## src/rtl/irq_apex_pkg.sv

```systemverilog
// Shared types and default configuration for the grouped interrupt aggregator.
// Assumes the default build of four groups of 32 sources.
package irq_apex_pkg;

    typedef enum logic [1:0] {
        KIND_PEND = 2'd0,
        KIND_CLR  = 2'd1,
        KIND_DMSK = 2'd2,
        KIND_MMSK = 2'd3
    } reg_kind_e;

    localparam int DEF_GROUPS = 4;
    localparam int DEF_GW     = 32;

    // Edge sources: inputs 104..127
    localparam logic [127:0] DEF_EDGE_CFG   = 128'hFFFFFF00_00000000_00000000_00000000;
    // Critical sources: inputs 64..95
    localparam logic [127:0] DEF_CRIT_CFG   = 128'h00000000_FFFFFFFF_00000000_00000000;
    // Sources without mask plumbing: inputs 50..63
    localparam logic [127:0] DEF_NOMASK_CFG = 128'h00000000_00000000_FFFC0000_00000000;

endpackage

```

## src/rtl/irq_grp_latch.sv

```systemverilog
// One group of pending bits. Registers the raw inputs once, detects rising
// edges for edge-configured bits and keeps a pending bit per source.
// Assumes inputs are synchronous to clk.
module irq_grp_latch #(
    parameter int              GW       = 32,
    parameter logic [GW-1:0]   EDGE_CFG = '0
) (
    input  logic          clk,
    input  logic          rst_n,
    input  logic [GW-1:0] src,
    input  logic [GW-1:0] clr,
    output logic [GW-1:0] pend
);

    logic [GW-1:0] src_q;
    logic [GW-1:0] src_qq;
    logic [GW-1:0] rise;

    // Input capture and one-cycle history for edge detection
    always_ff @(posedge clk) begin
        if (!rst_n) begin
            src_q  <= '0;
            src_qq <= '0;
        end else begin
            src_q  <= src;
            src_qq <= src_q;
        end
    end

    // Rising edge of the captured inputs
    always_comb rise = src_q & ~src_qq;

    // Per-bit pending state, mode picked by configuration
    for (genvar b = 0; b < GW; b++) begin : g_bit
        if (EDGE_CFG[b]) begin : g_edge
            // Edge bit: a new rise wins over a clear
            always_ff @(posedge clk) begin
                if (!rst_n) pend[b] <= 1'b0;
                else        pend[b] <= rise[b] | (pend[b] & ~clr[b]);
            end
        end else begin : g_level
            // Level bit: follows the captured input
            always_ff @(posedge clk) begin
                if (!rst_n) pend[b] <= 1'b0;
                else        pend[b] <= src_q[b];
            end
        end
    end

endmodule

```

## src/rtl/irq_reg_port.sv

```systemverilog
// Register port: per-group mask storage, clear strobes and registered readback.
// Assumes addr = {kind, group}; masks reset to 1 except on no-mask sources.
module irq_reg_port
    import irq_apex_pkg::*;
#(
    parameter int                     GROUPS     = 4,
    parameter int                     GW         = 32,
    parameter logic [GROUPS*GW-1:0]   NOMASK_CFG = '0,
    localparam int                    NSRC       = GROUPS * GW,
    localparam int                    GSEL_W     = (GROUPS > 1) ? $clog2(GROUPS) : 1,
    localparam int                    AW         = GSEL_W + 2
) (
    input  logic            clk,
    input  logic            rst_n,
    input  logic            wr_en,
    input  logic            rd_en,
    input  logic [AW-1:0]   addr,
    input  logic [GW-1:0]   wdata,
    input  logic [NSRC-1:0] pend,
    output logic [NSRC-1:0] clr,
    output logic [NSRC-1:0] dmask,
    output logic [NSRC-1:0] mmask,
    output logic [GW-1:0]   rdata
);

    reg_kind_e         kind;
    logic [GSEL_W-1:0] grp;

    // Address split
    always_comb begin
        kind = reg_kind_e'(addr[AW-1 -: 2]);
        grp  = addr[GSEL_W-1:0];
    end

    // Clear strobes for the addressed group
    always_comb begin
        clr = '0;
        for (int g = 0; g < GROUPS; g++) begin
            if (wr_en && kind == KIND_CLR && grp == GSEL_W'(g))
                clr[g*GW +: GW] = wdata;
        end
    end

    // Mask storage; no-mask sources stay at zero
    always_ff @(posedge clk) begin
        if (!rst_n) begin
            dmask <= ~NOMASK_CFG;
            mmask <= ~NOMASK_CFG;
        end else if (wr_en) begin
            for (int g = 0; g < GROUPS; g++) begin
                if (grp == GSEL_W'(g)) begin
                    if (kind == KIND_DMSK) dmask[g*GW +: GW] <= wdata & ~NOMASK_CFG[g*GW +: GW];
                    if (kind == KIND_MMSK) mmask[g*GW +: GW] <= wdata & ~NOMASK_CFG[g*GW +: GW];
                end
            end
        end
    end

    // Registered readback of the addressed word
    always_ff @(posedge clk) begin
        if (!rst_n) begin
            rdata <= '0;
        end else if (rd_en) begin
            case (kind)
                KIND_PEND: rdata <= pend[grp*GW +: GW];
                KIND_DMSK: rdata <= dmask[grp*GW +: GW];
                KIND_MMSK: rdata <= mmask[grp*GW +: GW];
                default:   rdata <= '0;
            endcase
        end
    end

endmodule

```

## src/rtl/irq_rollup.sv

```systemverilog
// Reduces the pending image to a summary line and a critical line, both
// registered. Assumes mask bit 1 blocks delivery.
module irq_rollup #(
    parameter int              NSRC     = 128,
    parameter logic [NSRC-1:0] CRIT_CFG = '0
) (
    input  logic            clk,
    input  logic            rst_n,
    input  logic [NSRC-1:0] pend,
    input  logic [NSRC-1:0] dmask,
    output logic            summary_irq,
    output logic            crit_irq
);

    logic [NSRC-1:0] live;

    // Pending bits allowed through their mask
    always_comb live = pend & ~dmask;

    // Registered split between ordinary and critical sources
    always_ff @(posedge clk) begin
        if (!rst_n) begin
            summary_irq <= 1'b0;
            crit_irq    <= 1'b0;
        end else begin
            summary_irq <= |(live & ~CRIT_CFG);
            crit_irq    <= |(live & CRIT_CFG);
        end
    end

endmodule

```

## src/rtl/irq_apex_agg.sv

```systemverilog
// Top of the grouped interrupt aggregator: one latch per group, the register
// port and the output rollup. Assumes all inputs share clk.
module irq_apex_agg
    import irq_apex_pkg::*;
#(
    parameter int                     GROUPS     = DEF_GROUPS,
    parameter int                     GW         = DEF_GW,
    parameter logic [GROUPS*GW-1:0]   EDGE_CFG   = DEF_EDGE_CFG,
    parameter logic [GROUPS*GW-1:0]   CRIT_CFG   = DEF_CRIT_CFG,
    parameter logic [GROUPS*GW-1:0]   NOMASK_CFG = DEF_NOMASK_CFG,
    localparam int                    NSRC       = GROUPS * GW,
    localparam int                    AW         = ((GROUPS > 1) ? $clog2(GROUPS) : 1) + 2
) (
    input  logic            clk,
    input  logic            rst_n,
    input  logic [NSRC-1:0] irq_in,
    input  logic            wr_en,
    input  logic            rd_en,
    input  logic [AW-1:0]   addr,
    input  logic [GW-1:0]   wdata,
    output logic [GW-1:0]   rdata,
    output logic            summary_irq,
    output logic            crit_irq
);

    logic [NSRC-1:0] pend_img;
    logic [NSRC-1:0] clr_vec;
    logic [NSRC-1:0] dmask;
    logic [NSRC-1:0] mmask;

    // One latch per group
    for (genvar g = 0; g < GROUPS; g++) begin : g_grp
        irq_grp_latch #(
            .GW       (GW),
            .EDGE_CFG (EDGE_CFG[g*GW +: GW])
        ) u_latch (
            .clk   (clk),
            .rst_n (rst_n),
            .src   (irq_in[g*GW +: GW]),
            .clr   (clr_vec[g*GW +: GW]),
            .pend  (pend_img[g*GW +: GW])
        );
    end

    irq_reg_port #(
        .GROUPS     (GROUPS),
        .GW         (GW),
        .NOMASK_CFG (NOMASK_CFG)
    ) u_regs (
        .clk   (clk),
        .rst_n (rst_n),
        .wr_en (wr_en),
        .rd_en (rd_en),
        .addr  (addr),
        .wdata (wdata),
        .pend  (pend_img),
        .clr   (clr_vec),
        .dmask (dmask),
        .mmask (mmask),
        .rdata (rdata)
    );

    irq_rollup #(
        .NSRC     (NSRC),
        .CRIT_CFG (CRIT_CFG)
    ) u_roll (
        .clk         (clk),
        .rst_n       (rst_n),
        .pend        (pend_img),
        .dmask       (dmask),
        .summary_irq (summary_irq),
        .crit_irq    (crit_irq)
    );

endmodule

```

## config.mk

```make
export PLATFORM = sky130hd
export DESIGN_NAME = irq_apex_agg
export DESIGN_NICKNAME = d
export VERILOG_FILES = /design/src/rtl/irq_apex_pkg.sv /design/src/rtl/irq_grp_latch.sv /design/src/rtl/irq_reg_port.sv /design/src/rtl/irq_rollup.sv /design/src/rtl/irq_apex_agg.sv
export SDC_FILE = /design/constraint.sdc
export NUM_CORES = 1
export LEC_CHECK = 0
export BUFFER_PORTS_ARGS = -buffer_cell sky130_fd_sc_hd__buf_2
export CORE_MARGIN = 2
export CORE_UTILIZATION = 30
export CTS_CLUSTER_DIAMETER = 200
export DETAILED_ROUTE_END_ITERATION = 12
export SKIP_CTS_REPAIR_TIMING = 1
export SLEW_MARGIN = 20
export SYNTH_ARGS = -nofsm -noshare
export SYNTH_HDL_FRONTEND = slang
export SYNTH_SLANG_ARGS = --single-unit
```

## constraint.sdc

```tcl
create_clock -name clk -period 1.8 [get_ports clk]
set_input_delay 0.36 -clock clk [delete_from_list [all_inputs] [get_ports clk]]
set_output_delay 0.36 -clock clk [all_outputs]
set_load 0.05 [all_outputs]
```

After elaboration in Yosys (flattened, before gate mapping)
Index checks and enable logic that the tools add are counted.
Operators by class
  $add $sub $neg: 0
  multiply operators: 0
  div/mod/pow operators: 0
  magnitude comparators: 0
  eq/ne operators: 6
  shifts and indexed selects: 3
  mux-type cells: 2
  bitwise operators: 76
  reduce and logical (&&, ||, !) cells: 14
Operators by type and width (number)
  $shiftx A128 B8 Y32: 3
  $and A128 B128 Y128: 1
  $not A128 Y128: 1
  $pmux W32 S3: 1
  $reduce_or A96 Y1: 1
  $and A32 B32 Y32: 1
  $mux W32: 1
  $not A32 Y32: 1
  $reduce_or A32 Y1: 1
  $and A1 B1 Y1: 24
  $not A1 Y1: 24
  $or A1 B1 Y1: 24
  $reduce_and A3 Y1: 8
  $eq A2 B2 Y1 const B: 4
  $eq A2 B1 Y1 const B: 2
  $logic_not A2 Y1: 2
  $logic_and A1 B1 Y1: 2
Word-level totals
  register bits: 550
  latch bits: 0
  memory bits (writable): 0
  ROM bits: 0
  output and inout port bits: 34
  logic and storage cells: 245
  memories: 0

Depth between registers and ports, before layout
Gate-level depths: netlist of the first run.
  word-level depth: 7
  mapped depth: 8
  gate-level depth less buffers: 5

Modules after synthesis
Synthesis of the first run repeated with hierarchy kept, for this count alone.
Second synthesis, totals
  cell total of the unflattened synthesis: 2536
  area total of the unflattened synthesis: 22466.5 sq um
By module, submodules not included
  irq_reg_port: times used 1, cells an instance 1681, area an instance 13238.9 sq um, sequential area each 5205.0 sq um
  irq_grp_latch at g_grp[0].u_latch ...: times used 3, cells an instance 134, area an instance 1791.7 sq um, sequential area each 1281.2 sq um
  irq_grp_latch at g_grp[3].u_latch: times used 1, cells an instance 241, area an instance 2762.6 sq um, sequential area each 1761.7 sq um
  irq_rollup: times used 1, cells an instance 212, area an instance 1089.8 sq um, sequential area each 40.0 sq um

Least setup slack after synthesis of the first run
No wires, ideal clock.
  path type: in2reg
  start point: input addr[1]
  end point: register u_regs.rdata[1]
  library setup time: 0.117 ns
  arrival time: 1.527 ns
  data required time: 1.683 ns
  path slack: 0.156 ns
  stages on the path: 6
  cells stage by stage: buf_6 -> buf_6 -> mux4_2 -> mux2i_1 -> a21oi_1 -> a22o_1
On the way
  longest elaborated chain between the ends: 2
  elaborated cells between the ends (all ways): 4
RTL lines
  start, declared: line irq_apex_agg.sv:19  | input logic [AW-1:0] addr,
  $shiftx A128 B8 Y32, on equally long branches: line irq_reg_port.sv:67, irq_reg_port.sv:65, irq_reg_port.sv:66
  $pmux W32 S3 *: line irq_reg_port.sv:64  | case (kind)
  end signal, assigned: line irq_reg_port.sv:65  | KIND_PEND: rdata <= pend[grp*GW +: GW];
  end signal, assigned: line irq_reg_port.sv:66  | KIND_DMSK: rdata <= dmask[grp*GW +: GW];
  end signal, assigned: line irq_reg_port.sv:67  | KIND_MMSK: rdata <= mmask[grp*GW +: GW];
  end, declared: line irq_reg_port.sv:23  | output logic [GW-1:0] rdata
Every way passes the cells marked *; elsewhere a longest branch is shown, timed or not.
A chain may end at the register's enable or synchronous reset.

Final worst setup path of the first run
  start point: register u_regs.dmask[33]
  end point: register u_roll.summary_irq
On the way
  longest elaborated chain between the ends: 3
RTL lines
  start, declared: line irq_reg_port.sv:21  | output logic [NSRC-1:0] dmask,
  start signal, assigned: line irq_reg_port.sv:47  | dmask <= ~NOMASK_CFG;
  start signal, assigned by index: line irq_reg_port.sv:52  | if (kind == KIND_DMSK) dmask[g*GW +: GW] <= wdata & ~NOMASK_CFG[g*GW +: GW];
  $not A128 Y128: line irq_rollup.sv:18  | always_comb live = pend & ~dmask;
  $and A128 B128 Y128: line irq_rollup.sv:18
  $reduce_or A96 Y1: line irq_rollup.sv:26  | summary_irq <= |(live & ~CRIT_CFG);
  end signal, assigned: line irq_rollup.sv:26
  end, declared: line irq_rollup.sv:11  | output logic summary_irq,
No other way between the ends.

==> results.md, run 1 <==
* Worst Clk Skew at around 0.023 ns
* Primary FF master, synth: dfxtp_1
* Hold path endpoint: g_grp[3].u_latch.src_q[22]$_SDFF_PN0_
* Total Die Area at about 71,000 um2
* CP delay by family, top: compound AO/OA/AOI/OAI gates
* Leading post-synthesis cells by cell area: dfxtp_1, nand2_1, and2_1
* Async set-reset flop share out of synthesis at 0
* Synth Cell Area at between 20,000 and 25,000 um2
* EDFF count, synth at 0
* Final non-filler cell total at 3,465
* CP max stage cell: a2111oi_0
* Worst path cell trace: nand2b_1 -> o2111ai_1 -> a2111oi_0 -> buf_4 -> nand4_1 -> o31a_1
* Initial Util at 0.302
* Fin nets at 2,705
* Register area share after synthesis at 0.526
* Final Core Density at 0.386
* Fin Setup TNS at -0.0807 ns
* Multiplexer share of the synthesized area at 0.0985
* Leak at approximately 12 nW
* Synth Area in Compound Gates at 0.0669
* Routed WL at between 70,000 and 80,000 um
* Most frequent cells in the layout: dfxtp_1, nand2_1, and2_1
* Core area at 68,300 um2
* Syn avg cell area at 9.35 um2
* Synth Area in Simple Gates at 0.252
* Commonest non-fill, non-tap cell in the layout: dfxtp_1
* Reg-to-Reg Start: u_regs.dmask[33]$_SDFFE_PN1P_
* Final worst slack at -0.0807 ns
* FF+latch count, synth at 542
* Worst-path clk slew at roughly 0.060 ns
* DR vias at around 17,000
* Post-Synth XOR/XNOR Area at 0
* DP HPWL at 49,700 um
* Crit path kind: reg -> reg
* CTS buffer count at 55
* H-tree levels at 2
* Post-synthesis adder-cell area fraction at 0
* WHS at -0.00180 ns
* Iteration-0 DRC count of the detailed router at 1,815
* CP max FO at 2
* Total grt overflow at 0
* Crit path launch type: flop
* Layout area overhead at 28.0%
* Post-DR vias/cell at 4.87
* Antenna violations before repair at 9
* Placed Area at around 23,000 um2
* Top-area cell type share of the netlist area at 0.526
* Hold-critical path depth at 2
* Largest family of logic cells by synthesized area: simple AND/OR/NAND/NOR gates
* Bufs on Longest Clock Path at 3
* R2r setup slk at -0.08 ns
* Min Tclk post-route at approximately 1.9 ns
* Gpl congestion at 0.914
* Crit path buffers/inverters at 1
* Outcome: complete, but fails checks
* Syn_nets at about 2,400
* Synth area leader: dfxtp_1
* TritonRoute pass-1 iters at 6
* CP Data Arrival Time at ~2.4 ns
* Synth unique cells at 43
* Clk_lat worst skew at 0.62 ns
* Port Buffers at ~200
* R2R depth at 6
* Finish-stage setup viols at 1
* Clk root buf: clkbuf_16
* Wire per inst at around 20 um
* IO Pins at 202
* Synth warn at 0
* PD cells at about 1000 nW/um2
* CP peak stage delay at ~0.53 ns
* R2R Path End: u_roll.summary_irq$_SDFF_PN0_
* CTS tree: built
* DRC viols at 0
* Post-route ant nets at 0
* Rows at 96
* Final hold vios at 1
* Slew Viols, Final at 0
* Max-cap violations at 0
* Violated checks: hold timing, setup timing
* Tot GR Track Use at 0.195
* Dpl cells at 3,241
* Headroom to the max-slew limit at 0.515
* Worst-Margin Slew at 0.728 ns
* Required @ worst endpoint at between 2 and 2.5 ns
* RSZ-0062 raised after global routing: yes
* Fillers at 6,647
* Layout cells sized above 1 at 0.193
* Place WS at -0.341 ns
* Crit. End Element: flop
* Hold Crit Class: in -> reg
* Worst IR Drop VDD at around 0.74 mV
* Hold_sp: irq_in[118]
* Vias in the first global route at ~16,000
* Largest net degree at the start of global routing at ~170
* Die width at about 270 um
* Tcrit/Tclk final at 1.04
* Die Y at ~270 um
* FMAX at roughly 530 MHz
* Final Cell Area at 26,400 um2
* Post-Syn Instances at about 2,200
* CTS sink cnt at about 540
* First-pass GRT wire length at ~100,000 um
## logic make-up (layout without fill, tap and decap cells)
kind of cell / after synthesis / after routing
and+or+nand+nor: 1069 / 1069
DFF: 542 / 542
buffers and inverters: 264 / 639
AOI/OAI and AO/OA: 213 / 213
muxes: 118 / 118
other: 0 / 2
## through the flow
stage,hold WS (ns),power (mW)
3_3_place_gp,0.415,15.2
3_5_place_dp,0.418,15.2
6_report,-0.00180,26.9
2_1_floorplan,0.412,14.2
5_1_grt,0.000229,27.7
4_1_cts,-0.0890,26.8
## state kept, by name, summed over array words and instances, names as in the netlist
name and count:
u_regs.dmask 114, g_grp.u_latch.src_qq 32, u_regs.rdata 32, g_grp.u_latch.src_q 128, u_regs.mmask 114, g_grp.u_latch.pend 120
u_roll.summary_irq 1, u_roll.crit_irq 1
## Yosys cell counts, types with 2 or more instances
library cell	count
a21oi_1	56
dfxtp_1	542
nor4_1	10
mux2i_1	50
o22ai_1	49
nand4_1	3
buf_4	8
inv_1	96
o21ai_0	2
and2_1	256
nor2_1	25
nand3_1	213
o211ai_1	28
a221oi_1	6
nand3_2	2
nand2_1	479
buf_6	13
nand2b_1	15
clkbuf_1	105
o2111ai_1	5
a21o_1	13
mux4_2	68
o21ai_1	25
nor2b_1	55
or2_1	4
a22o_1	19
buf_2	38
buf_1	3
a2111oi_0	4
## report_power, final
group / switching [mW] / total [mW] / internal (mW)
clock network: 4.92 / 11.7 / 6.78
registers: 0.313 / 12.8 / 12.5
logic: 1.29 / 2.37 / 1.08
## worst max path at each step
stage | start | end | slack, ns | cells past startpoint
2_1_floorplan | addr[1] | u_regs.rdata[1]$_SDFFE_PN0P_ | 0.16 | 6
3_5_place_dp | g_grp[1].u_latch.pend[26]$_SDFF_PN0_ | u_roll.summary_irq$_SDFF_PN0_ | -0.34 | 8
5_1_grt | u_regs.dmask[2]$_SDFFE_PN1P_ | u_roll.summary_irq$_SDFF_PN0_ | -0.15 | 6
4_1_cts | g_grp[1].u_latch.pend[26]$_SDFF_PN0_ | u_roll.summary_irq$_SDFF_PN0_ | -0.38 | 8
6_report | u_regs.dmask[33]$_SDFFE_PN1P_ | u_roll.summary_irq$_SDFF_PN0_ | -0.08 | 6
3_3_place_gp | g_grp[1].u_latch.pend[26]$_SDFF_PN0_ | u_roll.summary_irq$_SDFF_PN0_ | -0.37 | 8
## metal layers
| layer | part of all wire | routed length [um] | track usage |
|---|---|---|---|
| met5 | 0.0010 | 72 | 0 |
| met4 | 0.049 | 3440 | 0.0935 |
| met3 | 0.077 | 5460 | 0.0330 |
| met2 | 0.47 | 33300 | 0.315 |
| met1 | 0.40 | 28600 | 0.253 |
## area by class of cell
| cell class | count | area, um2 | area share |
|---|---|---|---|
| diodes | 2 | 5.00 | 0.000190 |
| clock buffers | 74 | 1550 | 0.0587 |
| repair buffers | 441 | 3530 | 0.134 |
| multi-input cells | 1400 | 8690 | 0.329 |
| well taps | 882 | 1100 | 0.0418 |
| inverters | 97 | 364 | 0.0138 |
| clock inverters | 27 | 308 | 0.0117 |
| flip-flops and latches | 542 | 10900 | 0.411 |
Note: power is estimated with default switching activity, not from simulation.
==> run 2: changes to the inputs <==
Settings changed: CAP_MARGIN from default to 20.
Clock period 1.8 ns to 2.05 ns, I/O delays scaled along.
==> run 2 against run 1 <==
- the run ends with hold timing left
- worst setup slack gained 0.23 ns
- cell count shrank 4.0%
- register-to-register slack gained 0.23 ns
- count of clock-buffer cells in the layout shrank 5
- via count shrank 2.4%
- routed wire length shrank 0.52%
- sequential share of layout area grew 2.3 points
- total power shrank 12%
- largest power group unchanged
==> results.md, run 2 (synthesis results as in run 1) <==
* DP HPWL at roughly 50,000 um
* Max-cap violations at 0
* Largest registers: g_grp.u_latch.src_q (128), g_grp.u_latch.pend (120)
* Fin nets at between 2,000 and 3,000
* Required @ worst endpoint at about 2.6 ns
* FMAX at 527 MHz
* Total Die Area at approximately 70,000 um2
* Core area at 68,300 um2
* H-tree levels at 2
* Layout area overhead at 21.2%
* TritonRoute pass-1 iters at 5
* CTS tree: built
* Min Tclk post-route at roughly 1.9 ns
* CP Data Arrival Time at between 2 and 2.5 ns
* Critical path's most frequent cell: buf_4
* RSZ-0062 raised after global routing: no
* Crit path kind: reg -> reg
* Final Power at between 20 and 25 mW
* PD cells at 943 nW/um2
* Most frequent cells in the layout: dfxtp_1, nand2_1, and2_1
* Final Core Density at 0.366
* Iteration-0 DRC count of the detailed router at 1,667
* Initial Util at 0.302
* Slew Viols, Final at 0
* Hold Crit Class: in -> reg
* IO Pins at ~200
* Headroom to the max-slew limit at 0.531
* Crit. End Element: flop
* First-pass GRT wire length at 103,000 um
* Hold_sp: irq_in[5]
* Largest net degree at the start of global routing at 170
* Routed WL at 70,500 um
* Finish-stage setup viols at 0
* Total grt overflow at 0
* Post-route ant nets at 0
* WHS at -0.0107 ns
* DRC viols at 0
* Worst setup path startpoint: u_regs.dmask[38]$_SDFFE_PN1P_
* Post-DR vias/cell at 4.95
* Reg-to-Reg Start: u_regs.dmask[38]$_SDFFE_PN1P_
* Die width at approximately 270 um
* Worst-path clk slew at around 0.070 ns
* Max reg flops at ~130
* Tot GR Track Use at 0.195
* Violated checks: hold timing
* CTS sink cnt at between 500 and 600
* Outcome: complete, but fails checks
* CP max FO at 3
* Die Y at between 200 and 300 um
* Antenna violations before repair at 10
* CP peak stage delay at 0.37 ns
* Clk root buf: clkbuf_16
* CP max stage cell: dfxtp_1
* Crit path launch type: flop
* Tcrit/Tclk final at 0.925
* Bufs on Longest Clock Path at 3
* Biggest register: g_grp.u_latch.src_q
* Worst Clk Skew at roughly 0.026 ns
* Worst-Margin Slew at around 0.70 ns
* Wire per inst at roughly 21 um
* Worst IR Drop VDD at about 0.63 mV
* CTS buffer count at between 50 and 60
* Gpl congestion at approximately 0.90
* DR vias at around 16,000
* Worst path cell trace: nand2b_1 -> o2111ai_1 -> buf_4 -> nor4_2 -> buf_4 -> nand4_1 -> o31a_1
* Vias in the first global route at about 16,000
* Rows at 96
* Leak at 10.9 nW
* Commonest non-fill, non-tap cell in the layout: dfxtp_1
* Clk_lat worst skew at roughly 0.63 ns
* Layout cells sized above 1 at 0.186
* Final hold vios at 4
* Port Buffers at ~200
-- run 2: cell count changes in the layout (fill, tap and decap cells not counted), sizes merged --
cell / previous run / this run
bufinv: 5 / 8
inv: 98 / 100
clkinvlp: 0 / 3
diode: 2 / 1
clkbuf: 74 / 69
buf: 319 / 282
clkinv: 21 / 14
dlygate4sd3: 122 / 25
-- run 2: worst max-delay path, delay by kind of cell, from the launching register on --
kind	cells	cell delay [ns]
AO/OA/AOI/OAI	2	0.45
buffers and inverters	2	0.35
flip-flops	1	0.37
AND/OR/NAND/NOR	3	0.61
-- run 2: layer usage --
metal	vias to the layer above	global-route usage	share of wire
met5	-	0	0.0012
met4	16	0.120	0.068
met3	190	0.0437	0.084
met2	738	0.299	0.44
met1	7820	0.250	0.40
li1	7703	-	-
-- run 2: layout make-up --
cell class	instances	area, um2
fillers	6797	43300
well taps	882	1100
repair buffers	307	2170
diodes	1	2.50
clock inverters	28	393
inverters	97	364
multi-input cells	1400	8640
clock buffers	69	1480
flip-flops and latches	542	10900
-- run 2: power breakdown --
group | total, mW | internal [mW] | switching (mW)
clock network | 10.5 | 6.13 | 4.35
registers | 11.2 | 10.9 | 0.287
logic | 1.85 | 0.771 | 1.08
-- run 2: worst paths after layout --
path,to,slack (ns),cells past startpoint
max,u_roll.summary_irq$_SDFF_PN0_,0.15,7
min reg2reg,g_grp[1].u_latch.pend[22]$_SDFF_PN0_,0.42,1
max reg2reg,u_roll.summary_irq$_SDFF_PN0_,0.15,7
min,g_grp[0].u_latch.src_q[5]$_SDFF_PN0_,-0.01,2
-- run 2: per-stage QoR --
step	instance area (um2)	cells	setup TNS, ns	setup slack [ns]
4_1_cts	24700	3300	-0.0126	-0.0126
6_report	25000	3326	0	0.153
5_1_grt	25000	3325	0	0.0349
2_1_floorplan	20600	2206	0	0.356
3_3_place_gp	22900	3203	0	0.00475
3_5_place_dp	22900	3203	0	0.00274
==> run 3: changes to the inputs <==
Settings changed: CORE_UTILIZATION 30 to 50, PLACE_DENSITY from default to 0.69.
==> run 3 against run 2 <==
- critical path depth down 1
- highest routed layer unchanged
- design area down 3.1%
- first-iteration DRC count up 28%
- the flow now finishes without violations
==> results.md, run 3 (synthesis results as in run 1) <==
* Antenna violations before repair at 3
* Final hold vios at 0
* Routed WL at roughly 67,000 um
* Vias in the first global route at between 15,000 and 20,000
* Port Buffers at about 200
* DP HPWL at about 47,000 um
* Outcome: complete, no violations
* Leak at 10.7 nW
* H-tree levels at 2
* Layout area overhead at 17.5%
* Rows at 74
* Most frequent cells in the layout: dfxtp_1, nand2_1, and2_1
* Headroom to the max-slew limit at 0.518
* Clk_lat worst skew at roughly 0.61 ns
* CTS buffer count at 53
* IO Pins at roughly 200
* Total Die Area at ~43,000 um2
* Iteration-0 DRC count of the detailed router at about 2,100
* Worst IR Drop VDD at between 0.6 and 0.7 mV
* Crit path launch type: flop
* Wire per inst at 22.6 um
* Commonest non-fill, non-tap cell in the layout: dfxtp_1
* Crit. End Element: flop
* Die width at between 200 and 250 um
* CTS sink cnt at between 500 and 600
* R2R depth at 6
* Dpl cells at roughly 2,800
* Hold-critical path depth at 2
* Post-route ant nets at 0
* Fin nets at about 2,500
* Tcrit/Tclk final at 0.937
* Required @ worst endpoint at about 2.6 ns
* Hold Crit Class: in -> reg
* CP Data Arrival Time at about 2.4 ns
* CTS tree: built
* Initial Util at 0.506
* Largest registers: g_grp.u_latch.src_q (128), g_grp.u_latch.pend (120)
* Total grt overflow at 0
* CP max FO at 3
* Die Y at slightly above 200 um
* Bufs on Longest Clock Path at 3
* Placed Area at ~22,000 um2
* Worst-Margin Slew at between 0.7 and 0.8 ns
* RSZ-0062 raised after global routing: no
* PD cells at 948 nW/um2
* Min Tclk post-route at a little under 2 ns
* Largest net degree at the start of global routing at 165
* Gpl congestion at 0.951
* First-pass GRT wire length at around 100,000 um
* DR vias at roughly 17,000
* Slew Viols, Final at 0
* Max-cap violations at 0
* Post-DR vias/cell at 5.66
* Worst-path clk slew at 0.06 ns
* FMAX at approximately 520 MHz
* DRC viols at 0
* Worst Clk Skew at 0.0254 ns
* Crit path kind: reg -> reg
* Tot GR Track Use at 0.304
* Fillers at 3,545
* Core area at just over 40,000 um2
* Biggest register: g_grp.u_latch.src_q
* Max reg flops at about 130
* Finish-stage setup viols at 0
* Final Cell Area at between 20,000 and 25,000 um2
* Final non-filler cell total at roughly 3,000
* WHS at 0.00743 ns
* Layout cells sized above 1 at 0.185
* Clk root buf: clkbuf_16
* TritonRoute pass-1 iters at 6
* Fin Setup TNS at 0 ns
==> run 3: changes by cell type in the layout (fill, tap and decap cells not counted), sizes merged <==
cell         change
inv              -1
clkbuf          +10
dlygate4sd3     -25
bufinv           -4
diode            +1
clkinv           -3
buf              -4
==> run 3: critical path, stage by stage (launching register included) <==
cell and delay, ns:
dfxtp_1 0.38, nand2b_1 0.16, o2111ai_1 0.14, a2111oi_1 0.48, buf_4 0.20, nand4_1 0.15
o31a_1 0.30
==> run 3: area by class of cell <==
cell class	count	area (um2)	share of cell area
well taps	532	666	0.0275
flip-flops and latches	542	10900	0.448
repair buffers	278	1930	0.0795
clock inverters	20	215	0.00888
inverters	97	364	0.0150
multi-input cells	1400	8620	0.356
diodes	2	5.00	0.000207
clock buffers	79	1580	0.0651
==> run 3: path summary, 6_finish.rpt <==
check / start / endpoint / slack (ns)
worst min register to register: g_grp[2].u_latch.src_q[6]$_SDFF_PN0_ / g_grp[2].u_latch.pend[6]$_SDFF_PN0_ / 0.42
worst max register to register: u_regs.dmask[33]$_SDFFE_PN1P_ / u_roll.summary_irq$_SDFF_PN0_ / 0.13
worst min-delay path: irq_in[127] / g_grp[3].u_latch.src_q[31]$_SDFF_PN0_ / 0.007
worst max-delay path: u_regs.dmask[33]$_SDFFE_PN1P_ / u_roll.summary_irq$_SDFF_PN0_ / 0.13
==> run 3: per-stage QoR <==
stage | power, mW | setup slack, ns | util
2_1_floorplan | 12.5 | 0.356 | -
3_3_place_gp | 13.2 | 0.0163 | 0.550
3_5_place_dp | 13.2 | -0.0205 | 0.550
4_1_cts | 23.1 | 0.140 | 0.594
5_1_grt | 23.7 | 0.0198 | 0.595
6_report | 23.0 | 0.130 | 0.595
==> run 3: metal layers <==
metal | global-route usage | wire length, um | up-vias | part of all wire
met5 | 0.00667 | 44 | - | 0.00066
met4 | 0.153 | 3310 | 2 | 0.050
met3 | 0.0706 | 7400 | 187 | 0.11
met2 | 0.454 | 29200 | 970 | 0.44
met1 | 0.414 | 26700 | 7902 | 0.40
li1 | - | - | 7624 | -
==> run 3: report_power, final <==
group	total (mW)	switching [mW]	internal, mW
clock network	9.93	4.11	5.83
registers	11.2	0.301	10.9
logic	1.78	1.04	0.739
total	23.0	5.45	17.5
